### config.mk
export PLATFORM = sky130hd
export DESIGN_NAME = mv_stream_wrapper
export DESIGN_NICKNAME = d
export VERILOG_FILES = /design/src/rtl/mvw_pkg.sv /design/src/rtl/mvw_in_buf.sv /design/src/rtl/mvw_out_seq.sv /design/src/rtl/mv_stream_wrapper.sv
export SDC_FILE = /design/constraint.sdc
export NUM_CORES = 1
export LEC_CHECK = 0
export ABC_AREA = 1
export BUFFER_PORTS_ARGS = -buffer_cell sky130_fd_sc_hd__buf_2
export CAP_MARGIN = 20
export CORE_ASPECT_RATIO = 1.75
export CORE_MARGIN = 4
export CORE_UTILIZATION = 30
export CTS_CLUSTER_DIAMETER = 30
export DETAILED_ROUTE_END_ITERATION = 12
export SLEW_MARGIN = 0
export SYNTH_ARGS = -nofsm -noshare
export SYNTH_HDL_FRONTEND = slang
export SYNTH_SLANG_ARGS = --single-unit
export TNS_END_PERCENT = 1
### constraint.sdc
create_clock -name clk -period 8.8 [get_ports clk]
set_clock_uncertainty 0.05 [all_clocks]
set_input_delay 1.32 -clock clk [delete_from_list [all_inputs] [get_ports clk]]
set_output_delay 1.32 -clock clk [all_outputs]
set_load 0.005 [all_outputs]
### src/rtl/mvw_pkg.sv
package mvw_pkg;
    typedef enum logic [1:0] {
        ST_LOAD    = 2'd0,
        ST_ISSUE   = 2'd1,
        ST_COMPUTE = 2'd2,
        ST_SEND    = 2'd3
    } mvw_state_e;
endpackage

### src/rtl/mvw_in_buf.sv
module mvw_in_buf #(
    parameter int N = 3,
    parameter int W = 32
) (
    input  logic             clk,
    input  logic             rst_n,
    input  logic             wr_en,
    input  logic [W-1:0]     wr_data,
    output logic             load_done,
    output logic [N*N*W-1:0] mat_flat,
    output logic [N*W-1:0]   vec_flat
);
    localparam int TOTAL = N * N + N;
    localparam int CW    = $clog2(TOTAL);

    logic [CW-1:0] cnt_q;

    // Final word of the frame: the count alone ends loading.
    assign load_done = wr_en && (cnt_q == CW'(TOTAL - 1));

    always_ff @(posedge clk) begin
        if (!rst_n) begin
            cnt_q <= '0;
        end else if (wr_en) begin
            cnt_q <= load_done ? '0 : cnt_q + CW'(1);
        end
    end

    for (genvar k = 0; k < TOTAL; k++) begin : g_word
        logic [W-1:0] word_q;
        always_ff @(posedge clk) begin
            if (!rst_n) begin
                word_q <= '0;
            end else if (wr_en && (cnt_q == CW'(k))) begin
                word_q <= wr_data;
            end
        end
        if (k < N * N) begin : g_mat
            assign mat_flat[k*W +: W] = word_q;
        end else begin : g_vec
            assign vec_flat[(k-N*N)*W +: W] = word_q;
        end
    end
endmodule

### src/rtl/mvw_out_seq.sv
module mvw_out_seq #(
    parameter int N = 3,
    parameter int W = 32
) (
    input  logic           clk,
    input  logic           rst_n,
    input  logic           cap,
    input  logic [N*W-1:0] cap_data,
    input  logic           adv,
    output logic [W-1:0]   out_data,
    output logic           out_last
);
    localparam int IW = (N > 1) ? $clog2(N) : 1;

    logic [IW-1:0] idx_q;
    logic [W-1:0]  res_q [N];

    assign out_last = (idx_q == IW'(N - 1));

    always_ff @(posedge clk) begin
        if (!rst_n) begin
            idx_q <= '0;
        end else if (cap) begin
            idx_q <= '0;
        end else if (adv) begin
            idx_q <= out_last ? '0 : idx_q + IW'(1);
        end
    end

    for (genvar i = 0; i < N; i++) begin : g_res
        always_ff @(posedge clk) begin
            if (!rst_n) begin
                res_q[i] <= '0;
            end else if (cap) begin
                res_q[i] <= cap_data[i*W +: W];
            end
        end
    end

    always_comb begin
        out_data = '0;
        for (int i = 0; i < N; i++) begin
            if (idx_q == IW'(i)) begin
                out_data = res_q[i];
            end
        end
    end
endmodule

### src/rtl/mv_stream_wrapper.sv
module mv_stream_wrapper
    import mvw_pkg::*;
#(
    parameter int N = 3,
    parameter int W = 32
) (
    input  logic             clk,
    input  logic             rst_n,
    input  logic [W-1:0]     s_data,
    input  logic             s_valid,
    input  logic             s_last,
    output logic             s_ready,
    output logic [W-1:0]     m_data,
    output logic             m_valid,
    output logic             m_last,
    input  logic             m_ready,
    output logic [N*N*W-1:0] core_mat,
    output logic [N*W-1:0]   core_vec,
    output logic             core_start,
    input  logic             core_done,
    input  logic [N*W-1:0]   core_res
);
    mvw_state_e state_q, state_d;

    logic load_done;
    logic seq_last;
    logic wr_en;
    logic cap;
    logic adv;
    logic unused_s_last;

    // The input marker plays no part in sequencing.
    assign unused_s_last = s_last;

    assign wr_en = s_valid && s_ready;
    assign cap   = (state_q == ST_COMPUTE) && core_done;
    assign adv   = m_valid && m_ready;

    mvw_in_buf #(.N(N), .W(W)) u_in_buf (
        .clk       (clk),
        .rst_n     (rst_n),
        .wr_en     (wr_en),
        .wr_data   (s_data),
        .load_done (load_done),
        .mat_flat  (core_mat),
        .vec_flat  (core_vec)
    );

    mvw_out_seq #(.N(N), .W(W)) u_out_seq (
        .clk      (clk),
        .rst_n    (rst_n),
        .cap      (cap),
        .cap_data (core_res),
        .adv      (adv),
        .out_data (m_data),
        .out_last (seq_last)
    );

    // State register
    always_ff @(posedge clk) begin
        if (!rst_n) begin
            state_q <= ST_LOAD;
        end else begin
            state_q <= state_d;
        end
    end

    // Transitions
    always_comb begin
        state_d = state_q;
        unique case (state_q)
            ST_LOAD:    if (load_done)          state_d = ST_ISSUE;
            ST_ISSUE:                           state_d = ST_COMPUTE;
            ST_COMPUTE: if (core_done)          state_d = ST_SEND;
            ST_SEND:    if (adv && seq_last)    state_d = ST_LOAD;
            default:                            state_d = ST_LOAD;
        endcase
    end

    // Outputs
    always_comb begin
        s_ready    = 1'b0;
        m_valid    = 1'b0;
        core_start = 1'b0;
        unique case (state_q)
            ST_LOAD:    s_ready    = 1'b1;
            ST_ISSUE:   core_start = 1'b1;
            ST_COMPUTE: ;
            ST_SEND:    m_valid    = 1'b1;
            default:    ;
        endcase
        m_last = m_valid && seq_last;
    end
endmodule

== Yosys cells after proc, flatten, opt, wreduce, memory -nomap -nowiden ==
Memories as Yosys holds them, arrays and structs flattened.
Index checks and enable logic that the tools add are counted.

* Flip-flop bits (word level): 392
* Word-level logic and storage cells: 82
* Output and inout port bits: 420
* Memories kept: 1
* RAM bits: 96
* Input bits: 134

* Muxes and demuxes: 19
* $add $sub $neg: 2
* Equality and inequality tests: 19
* Bitwise operators: 4
* Reductions and logical operators: 22

{| class="wikitable"
|+ Memories
! name !! depth !! bits a word !! rd ports !! clocked after memory_dff !! wr ports !! RTL line !! text
|-
| u_out_seq.res_q || 3 || 32 || 3 || 0 || 3 || mvw_out_seq.sv:16 || <nowiki>logic [W-1:0] res_q [N];</nowiki>
|}

{| class="wikitable"
|+ Operators by type and width
! operator !! count
|-
| $mux 32 || 6
|-
| $logic_and 1x1->1 || 17
|-
| $eq 4x3->1 const B || 4
|-
| $eq 4x4->1 const B || 4
|-
| $eq 4x2->1 const B || 2
|-
| $mux 2 || 4
|-
| $pmux 2 s4 || 1
|-
| $mux 1 || 7
|-
| $eq 2x2->1 const B || 3
|-
| $add 4x1->4 const B || 1
|-
| $eq 2x1->1 const B || 2
|-
| $eq 4x1->1 const B || 1
|-
| $logic_not 2->1 || 2
|-
| $logic_not 4->1 || 1
|-
| $mux 4 || 1
|-
| $ne 2x2->1 const B || 2
|-
| $or 1x1->1 || 3
|-
| $reduce_and 3->1 || 1
|-
| $add 2x1->2 const B || 1
|-
| $ne 2x1->1 const B || 1
|-
| $reduce_or 2->1 || 1
|-
| $not 1->1 || 1
|}

== Longest topological paths before layout ==
* Depth in word-level cells: 6
* Gate-level depth with buffers: 10
* Depth with buffers taken out: 9

== Hierarchy ==
From an unflattened synthesis, not the netlist that was laid out.

* Cell total of the unflattened synthesis: 2698
* Area total of the unflattened synthesis: 20009.2 um2

{| class="wikitable"
|+ Modules (own cells, without submodules)
! module !! cells each !! sequential area each (um2) !! times used !! area an instance (um2)
|-
| mvw_in_buf || 2201 || 7767.4 || 1 || 15215.8
|-
| mvw_out_seq || 462 || 2922.8 || 1 || 4548.1
|-
| mv_stream_wrapper || 35 || 40.0 || 1 || 245.2
|}

== Worst setup path after synthesis ==
Ideal clock, no wire load.

* Path type: in2reg
* Start point: in core_done
* End point: mem u_out_seq.res_q[0][0] (enable)
* Setup slack: -0.102 ns
* Setup time: 0.688 ns
* Path buffers: 0
* Stages on the path: 2
* Arrival time: 8.164 ns
* Data required time: 8.062 ns
* Cells stage by stage: inv_1 > o21ai_0

{| class="wikitable"
|+ RTL lines
! element !! RTL line !! text
|-
| start: declaration || mv_stream_wrapper.sv:20 || <nowiki>input logic core_done,</nowiki>
|-
| end: declaration || mvw_out_seq.sv:16 ||
|}

== Worst setup path in the final report ==
* Start point: reg u_out_seq.idx_q[0]
* End point: out m_data[13]

* Cells in the longest elaborated chain, start to end: 4
* Elaborated cells between the ends (all ways): 6
* Classes of those cells: eq/ne: 2; mux: 3; reduce/logical: 1

{| class="wikitable"
|+ RTL lines
! element !! RTL line !! text
|-
| start: declaration || mvw_out_seq.sv:15 || <nowiki>logic [IW-1:0] idx_q;</nowiki>
|-
| start signal: assignment || mvw_out_seq.sv:26 || <nowiki>idx_q <= out_last ? '0 : idx_q + IW'(1);</nowiki>
|-
| $logic_not 2->1 || mvw_out_seq.sv:43 || <nowiki>if (idx_q == IW'(i)) begin</nowiki>
|-
| $mux 32 (2 in a row) || mvw_out_seq.sv:43 ||
|-
| $mux 32 * || mvw_out_seq.sv:43 ||
|-
| end: declaration || mv_stream_wrapper.sv:13 || <nowiki>output logic [W-1:0] m_data,</nowiki>
|}

Every way passes the cells marked *; elsewhere a longest branch is shown, timed or not.

==> flow_summary.json <==
{
  "grt_max_degree": 244,
  "status": "finished clean",
  "grt-busiest-layer": "met2",
  "fmax_mhz": 294.8,
  "synth.yosys.seq_area_share": 0.5943,
  "area_delta_synth_final_pct": 32.84,
  "wl_per_cell_um": 19.72,
  "clock_path_buffers": 3,
  "clkPwrFrac": 0.497,
  "grt_util_met1": 0.2272,
  "syn_area_per_cell_um2": 8.108,
  "cts_tree": "built",
  "drtIter0Drc": 967,
  "crit_type": "reg2out",
  "period_share": 0.3855,
  "path_buf_inv": 3,
  "post-cts-setup-buffer-count": 0,
  "drc": 0,
  "synth.net_count": 2369,
  "critPathSlowestCell": "buf_4",
  "p_per_area_nw_per_um2": 264.3,
  "ioPinCount": 554,
  "fin_tns_setup_ns": 0,
  "p_int_w": 0.004621,
  "rsz0062_at_grt": "false",
  "vias": 16169,
  "grt_pass1_vias": 15806,
  "clk_pin_slew_ns": 0.05,
  "wl_um": 70050,
  "p_seq_frac": 0.400,
  "setup_viol": 0,
  "ys_seq_elements": 488,
  "port_buffers": 552,
  "comb_power_share": 0.103,
  "grtUsageMet3": 0.06249,
  "crit_path_end_kind": "output pin",
  "grt_overflow_total": 0,
  "slowest_delay_ns": 0.41,
  "sw_frac_of_total": 0.2710,
  "die_h_um": 332.5,
  "yosysWarnings": 0,
  "place_area_um2": 21250,
  "min_period_ns": 3.392,
  "drt-vias-per-instance": 4.552,
  "cp_top_family": "buffers and inverters",
  "gr-usage-met2": 0.3760,
  "design_area_um2": 23990,
  "dieArea_um2": 64330,
  "cp_max_fo": 28,
  "worst_pin_slew_ns": 1.247,
  "cts_made_buffers": 77,
  "synth_cell_type_count": 23,
  "hold_buffers": 0,
  "hold_class": "reg2reg",
  "die_w_um": 193.5,
  "antenna_found_initial": 1,
  "ir_worst_vdd_uv": 175.1,
  "start_util": 0.3042,
  "dp_hpwl_um": 46440,
  "ant_nets": 0,
  "final_nets": 2848,
  "drive_gt1_frac": 0.2664,
  "drv_cap": 0,
  "hold_viol": 0,
  "clock_latency_ns": 0.61,
  "netlist_instances": 2227,
  "cp.arrival_ns": 2.02,
  "cts_root_buf": "clkbuf_16",
  "slew_viol_final": 0,
  "first_pass_iters": 5,
  "stdcell_count": 3552,
  "row_count": 118,
  "relSlewSlack": 0.1687,
  "postCtsResizedCells": 0,
  "worstPathRequired_ns": 7.43,
  "gr-usage-all-layers": 0.2081,
  "crit_chain": "inv_1, nor2_2, buf_4, nand2_1, nand3_1, buf_2",
  "dp.cells": 3407,
  "cp-start-kind": "flip-flop",
  "gp_congestion": 0.8224,
  "synth_area_um2": 18060,
  "p_sw_w": 0.001718,
  "grt_pass1_wl_um": 103300,
  "core_um2": 59350,
  "htree_levels": 3,
  "cts.sinks": 488,
  "leakagePower_nw": 12.21
}
[worst paths after layout]
kind | startpoint | end | slack [ns] | cells after the start
hold reg to reg | u_in_buf.g_word[7].word_q[30] | u_in_buf.g_word[7].word_q[30] | 0.44 | 2
setup reg to reg | state_q[0] | u_in_buf.g_word[0].word_q[24] | 5.89 | 9
hold / removal | u_in_buf.g_word[7].word_q[30] | u_in_buf.g_word[7].word_q[30] | 0.44 | 2
setup / recovery | u_out_seq.idx_q[0] | m_data[13] | 5.41 | 6
[cell usage after synthesis (all sizes together)]
library cell | count | area [µm²]
o21ai | 387 | 1937
dfxtp | 392 | 7848
inv | 125 | 471.7
a21boi | 1 | 7.510
nand2 | 114 | 450.4
nor3b | 1 | 7.510
nor2 | 892 | 3423
a211oi | 1 | 7.510
a21oi | 3 | 15.01
ha | 8 | 100.1
buf | 92 | 420.4
nand3 | 40 | 200.2
edfxtp | 96 | 2883
clkbuf | 75 | 285.3
[stage by stage]
step                hold WS, ns  utilization  worst slack [ns]  total power (W)
finish                   0.4400       0.4041             5.408         0.006338
global route             0.4628       0.4040             5.230         0.006587
CTS                      0.4435       0.4040             5.313         0.006412
detailed placement       0.4269       0.3581             5.160         0.003240
global placement         0.4211       0.3581             5.151         0.003235
floorplan                0.4317            -             2.530         0.002911
[routing by layer]
| metal | share of wire | routed length, µm | vias to the layer above |
|---|---|---|---|
| li1 | - | - | 7990 |
| met1 | 0.38 | 26300 | 7384 |
| met2 | 0.51 | 35480 | 681 |
| met3 | 0.082 | 5771 | 114 |
| met4 | 0.036 | 2489 | 0 |
| met5 | 0 | 0 | - |
[worst register-to-register path: stages, from the launching register on]
cell and delay (ns):
dfxtp_1 0.34, inv_1 0.09, ha_1 0.28, nand2_2 0.16
inv_4 0.13, nand2_2 0.13, nor2_4 0.76, inv_2 0.57
nor2_1 0.25, nor2_1 0.06
[power by group through the flow]
stage,clock [W],sequential [W],combinational [W]
after floorplan,0,0.00259,0.000322
after CTS,0.00321,0.00253,0.000669
final,0.00315,0.00253,0.000655
after detailed placement,0,0.00257,0.000667
after global routing,0.00331,0.00255,0.000724
after global placement,0,0.00257,0.000663
[area by class of cell]
cell class / instances / area (µm²)
multi-input combinational: 1447 / 6177
tap: 780 / 975.9
timing repair buffer: 567 / 2898
sequential: 488 / 10730
antenna: 2 / 5.005
clock inverter: 50 / 605.6
clock buffer: 93 / 2122
fill: 6046 / 35370
inverter: 125 / 471.7
[state kept, by name, indices dropped and copies added (netlist names)]
register / cells
u_in_buf.g_word.word_q: 384
u_out_seq.res_q: 96
u_in_buf.cnt_q: 4
state_q: 2
u_out_seq.idx_q: 2
[cells by family (layout without fill, tap and decap cells)]
group                    count (synthesis)  count (layout)  share of synthesized area
AO/OA/AOI/OAI                          392             392                     0.1089
adder cells (fa/ha/maj)                  8               8                   0.005544
other                                    0               2                          0
buffers and inverters                  292             835                    0.06521
flip-flops                             488             488                     0.5943
AND/OR/NAND/NOR                       1047            1047                     0.2260
[cells in the final DEF (no fill, tap or decap), drive strengths merged]
| master | instances |
|---|---|
| nand2 | 114 |
| bufinv | 6 |
| clkbuf | 93 |
| nand3 | 40 |
| inv | 143 |
| clkinv | 22 |
| buf | 567 |
| a211oi | 1 |
| edfxtp | 96 |
| a21boi | 1 |
| dfxtp | 392 |
| o21ai | 387 |
| nor3b | 1 |
| ha | 8 |
| nor2 | 892 |
| clkinvlp | 4 |
| diode | 2 |
| a21oi | 3 |
No activity file was read; power rests on OpenSTA's default activity.
